File: src/rtl/dbnc_pkg.sv
package dbnc_pkg;
  // Bits needed to hold values 0..max_val (at least one bit).
  function automatic int bits_for(input int max_val);
    int b;
    b = $clog2(max_val + 1);
    return (b < 1) ? 1 : b;
  endfunction
endpackage

File: src/rtl/dbnc_tick_gen.sv
module dbnc_tick_gen #(
  parameter int SAMPLE_COUNT_MAX = 25000
) (
  input  logic clk,
  input  logic rst,
  output logic tick
);
  localparam int TW = dbnc_pkg::bits_for(SAMPLE_COUNT_MAX - 1);
  localparam logic [TW-1:0] LAST = TW'(SAMPLE_COUNT_MAX - 1);

  logic [TW-1:0] div_q;

  always_ff @(posedge clk) begin
    if (rst)               div_q <= '0;
    else if (div_q == LAST) div_q <= '0;
    else                   div_q <= div_q + TW'(1);
  end

  assign tick = (div_q == LAST);


  div_range_chk: assert property (@(posedge clk) disable iff (rst)
    div_q <= LAST);

  generate
    if (SAMPLE_COUNT_MAX > 1) begin : g_spaced

      tick_spacing_chk: assert property (@(posedge clk) disable iff (rst)
        tick |=> !tick);
    end
  endgenerate
endmodule

File: src/rtl/dbnc_channel.sv
module dbnc_channel #(
  parameter int PULSE_COUNT_MAX = 150
) (
  input  logic clk,
  input  logic rst,
  input  logic tick,
  input  logic din,
  output logic level
);
  localparam int CW = dbnc_pkg::bits_for(PULSE_COUNT_MAX);
  localparam logic [CW-1:0] CEIL = CW'(PULSE_COUNT_MAX);

  logic [CW-1:0] sat_q;

  always_ff @(posedge clk) begin
    if (rst || !din)                  sat_q <= '0;
    else if (tick && (sat_q != CEIL)) sat_q <= sat_q + CW'(1);
  end

  assign level = (sat_q == CEIL);


  clear_on_low_chk: assert property (@(posedge clk) disable iff (rst)
    !din |=> (sat_q == '0));


  hold_without_tick_chk: assert property (@(posedge clk) disable iff (rst)
    (din && !tick) |=> $stable(sat_q));


  step_on_tick_chk: assert property (@(posedge clk) disable iff (rst)
    (din && tick && (sat_q != CEIL)) |=> (sat_q == $past(sat_q) + CW'(1)));


  saturate_hold_chk: assert property (@(posedge clk) disable iff (rst)
    (level && din) |=> level);
endmodule

File: src/rtl/dbnc_rise_pulse.sv
module dbnc_rise_pulse (
  input  logic clk,
  input  logic rst,
  input  logic lvl,
  output logic pulse
);
  logic prev_q;

  always_ff @(posedge clk) begin
    if (rst) prev_q <= 1'b0;
    else     prev_q <= lvl;
  end

  assign pulse = lvl && !prev_q;


  single_cycle_chk: assert property (@(posedge clk) disable iff (rst)
    pulse |=> !pulse);


  pulse_on_rise_chk: assert property (@(posedge clk) disable iff (rst)
    $rose(lvl) |-> pulse);
endmodule

File: src/rtl/sampled_debouncer.sv
module sampled_debouncer #(
  parameter int WIDTH            = 4,
  parameter int SAMPLE_COUNT_MAX = 25000,
  parameter int PULSE_COUNT_MAX  = 150
) (
  input  logic             clk,
  input  logic             rst,
  input  logic [WIDTH-1:0] btn_sync,
  output logic [WIDTH-1:0] clean_lvl,
  output logic [WIDTH-1:0] press_pulse
);
  logic tick;

  dbnc_tick_gen #(.SAMPLE_COUNT_MAX(SAMPLE_COUNT_MAX)) u_tick (
    .clk  (clk),
    .rst  (rst),
    .tick (tick)
  );

  generate
    for (genvar ch = 0; ch < WIDTH; ch++) begin : g_ch
      dbnc_channel #(.PULSE_COUNT_MAX(PULSE_COUNT_MAX)) u_chan (
        .clk   (clk),
        .rst   (rst),
        .tick  (tick),
        .din   (btn_sync[ch]),
        .level (clean_lvl[ch])
      );
      dbnc_rise_pulse u_edge (
        .clk   (clk),
        .rst   (rst),
        .lvl   (clean_lvl[ch]),
        .pulse (press_pulse[ch])
      );
    end
  endgenerate


  reset_quiet_chk: assert property (@(posedge clk)
    rst |=> (clean_lvl == '0) && (press_pulse == '0));


  pulse_implies_level_chk: assert property (@(posedge clk) disable iff (rst)
    (press_pulse & ~clean_lvl) == '0);
endmodule

File: config.mk
export PLATFORM = sky130hd
export DESIGN_NAME = sampled_debouncer
export DESIGN_NICKNAME = d
export VERILOG_FILES = /design/src/rtl/dbnc_pkg.sv /design/src/rtl/dbnc_tick_gen.sv /design/src/rtl/dbnc_channel.sv /design/src/rtl/dbnc_rise_pulse.sv /design/src/rtl/sampled_debouncer.sv
export SDC_FILE = /design/constraint.sdc
export NUM_CORES = 1
export LEC_CHECK = 0
export BUFFER_PORTS_ARGS = -buffer_cell sky130_fd_sc_hd__buf_2
export CORE_ASPECT_RATIO = 0.7
export CORE_MARGIN = 8
export CORE_UTILIZATION = 65
export CTS_BUF_LIST = sky130_fd_sc_hd__clkbuf_4 sky130_fd_sc_hd__clkbuf_8
export CTS_CLUSTER_DIAMETER = 120
export DETAILED_ROUTE_END_ITERATION = 8
export PLACE_DENSITY = 0.95
export SETUP_SLACK_MARGIN = 0.05
export SYNTH_ARGS = -nofsm -noshare
export SYNTH_HDL_FRONTEND = slang
export SYNTH_HIERARCHICAL = 1
export SYNTH_SLANG_ARGS = --single-unit
File: constraint.sdc
create_clock -name clk -period 5.2 [get_ports clk]
set_input_delay 0 -clock clk [delete_from_list [all_inputs] [get_ports clk]]
set_output_delay 0 -clock clk [all_outputs]
set_load 0.01 [all_outputs]
==> flow_metrics.tcl <==
set metrics [dict create \
    status "complete, no violations" \
    max-vdd-ir-drop_mv 0.1576 \
    grt_pass1_vias 1965 \
    numCtsBuffers 5 \
    arrival_ns 2.70 \
    worstMarginPinSlew_ns 1.026 \
    worstHoldPathType "input port to flop" \
    internal-power_mw 0.5533 \
    timing.critical_path.from_type "flop" \
    vias_per_cell 5.857 \
    cp_max_fo 29 \
    critical-path-max-stage-delay_ns 0.84 \
    crit_chain "ha_1 > nor4bb_1 > and4_4 > or2_1 > nor2_1" \
    first_iter_violations 147 \
    syn-num-nets 299 \
    critical-path-top-delay-family "simple AND/OR/NAND/NOR gates" \
    coreArea_mm2 0.003899 \
    drt-total-wl_um 5090 \
    clkSinkCount 51 \
    yosysMostFrequentCell "dfxtp_1" \
    grt_max_degree 30 \
    yosys.area.top_type_share_pct 38.71 \
    initial_core_util_pct 67.65 \
    htreeDepth 2 \
    relSlewSlack_pct 31.62 \
    max_freq_ghz 0.3920 \
    synth-seq-area-share_pct 38.71 \
    yosys.area.top_type "dfxtp_1" \
    postCtsSetupBuffers 0 \
    rsz0062_at_grt "false" \
    avgSynthCellArea_um2 9.320 \
    power_mw 0.6949 \
    drc 0 \
    clk_pin_slew_worst_paths_ns 0.09 \
    crit_buf_inv 0 \
    nets 312 \
    p_leak_nw 0.9386 \
    fp.dieArea_mm2 0.006384 \
    grt_overflow_total 0 \
    pwr-share-clk_pct 40.4 \
    power_density_mw_per_mm2 245.7 \
    vias 2044 \
    cts_hold_buffers 0 \
    finClkSkew_ns 0.008076 \
    switchingPower_mw 0.1416 \
    yosys-top-cells-count "dfxtp_1, a21oi_1, nand4_1" \
    maxUsedRoutingLayer "met4" \
    crit_path_top_delay_cell "or2_1" \
    worst-setup-path-type "flop to flop" \
    crit_required_ns 5.35 \
    synth.area.top_cells "dfxtp_1, a21oi_1, nand4_1" \
    ant_nets 0 \
    setup_violations 0 \
    dr.pass1.iters 4 \
    fp-row-count 19 \
    dp_hpwl_um 3503 \
    wl_per_cell_um 14.58 \
    postCtsResizedCells 0 \
    final_hold_viol_count 0 \
    wl_met1_um 2311 \
    pwr-share-seq_pct 56.9 \
    synth_cell_type_count 34 \
    fin_crit_ns 2.551 \
    wl_met3_um 207 \
    async_flop_share_pct 0 \
    fillCellCount 289 \
    fin_crit_sh_pct 49.05 \
    max_cap_viol_count 0 \
    slew_violations 0 \
    crit_path_end_kind "flop" \
    syn-instance-count 283 \
    cts_buffer_depth 2 \
    insertion_delay_ns 0.30 \
    gp_congestion 0.8953 \
    yosys_register_bits 51 \
    ys.flop_type "dfxtp_1" \
    dieWidth_um 92.14 \
    antenna_cells 0 \
    syn2layout_area_growth_pct 7.211 \
    syn-cell-area_mm2 0.002638 \
    die_y_um 69.30 \
    synth_edf_count 0 \
    cts_root_buf "clkbuf_8" \
    yosys_warnings 6 \
    antenna_found_initial 0 \
    tritoncts "yes" \
    ios 14 \
    io_buffers 13 \
    combinationalPowerShare_pct 2.7 \
    grt_usage_pct 16.09 \
    fin_setup_tns_ns 0 \
    power_switching_share_pct 20.38 \
    grt_pass1_wl_um 8687 \
    wl_met2_um 2553 \
    drive_above_1_share_pct 18.18 \
]
## kinds of logic after synthesis
kind of cell               synth area share, %
and+or+nand+nor                          33.30
buffers and inverters                    3.747
xor gates and xnor gates                 5.645
AOI/OAI and AO/OA                        11.57
DFF                                      38.71
muxes                                    2.277
adders and majority gates                4.744
## cell type report
type / instances / area [um^2] / area share [%]
repair buffers: 13 / 65.06 / 2.301
clock inverters: 2 / 35.03 / 1.239
clock buffers: 6 / 82.58 / 2.920
multi-input cells: 214 / 1518 / 53.67
inverters: 11 / 41.29 / 1.460
well taps: 52 / 65.06 / 2.301
flip-flops and latches: 51 / 1021 / 36.11
## through the flow
stage          setup WS, ns  hold slack (ns)  util, %  instance area, um^2  std cells
6_report              2.649          0.05372    72.53                 2828        349
3_5_place_dp          2.677           0.3594    69.51                 2710        341
4_1_cts               2.636          0.04617    72.53                 2828        349
5_1_grt               2.475          0.03776    72.53                 2828        349
3_3_place_gp          2.808           0.3535    69.51                 2710        341
2_1_floorplan         3.268          0.06428        -                 2638        283
## final timing paths
| check | startpoint | end | slack [ns] | cells after the start |
|---|---|---|---|---|
| worst min register to register | g_ch[2].u_chan/sat_q[7]$_SDFFE_PP0P_ | g_ch[2].u_chan/sat_q[7]$_SDFFE_PP0P_ | 0.49 | 2 |
| worst max register to register | u_tick/div_q[0]$_SDFF_PP0_ | u_tick/div_q[14]$_SDFF_PP0_ | 2.65 | 5 |
| worst max-delay path | u_tick/div_q[0]$_SDFF_PP0_ | u_tick/div_q[14]$_SDFF_PP0_ | 2.65 | 5 |
| worst min-delay path | rst | g_ch[0].u_edge/prev_q$_SDFF_PP0_ | 0.05 | 2 |
## routing by layer
| metal | global-route usage [%] | up-vias |
|---|---|---|
| met2 | 27.14 | 35 |
| met5 | 0 | - |
| met3 | 4.865 | 4 |
| met1 | 19.15 | 976 |
| met4 | 4.626 | 0 |
| li1 | - | 1029 |
## placed cells by master, fill, tap and decap left out, types with 6 or more instances in the layout
cell type / count
clkbuf_8: 6
ha_1: 10
nor3_1: 7
nor2_1: 20
inv_1: 11
nand3_1: 8
nor2_4: 8
nor2b_4: 8
a21oi_1: 28
buf_2: 13
nand4_1: 22
xor2_1: 8
nand2_1: 19
or3_1: 12
dfxtp_1: 51
o21ai_0: 12
xnor2_1: 9
## power groups by stage
stage / logic, mW / registers, mW / clock network [mW]
finish: 0.0185 / 0.395 / 0.281
global route: 0.0203 / 0.396 / 0.306
CTS: 0.0187 / 0.395 / 0.286
detailed placement: 0.0184 / 0.404 / 0
global placement: 0.0179 / 0.404 / 0
floorplan: 0.0158 / 0.404 / 0
## sequential cells by signal, summed over array words and instances (netlist names)
signal	flops
g_ch.u_edge/prev_q	4
u_tick/div_q	15
g_ch.u_chan/sat_q	32
Note: power is estimated with default switching activity, not from simulation.
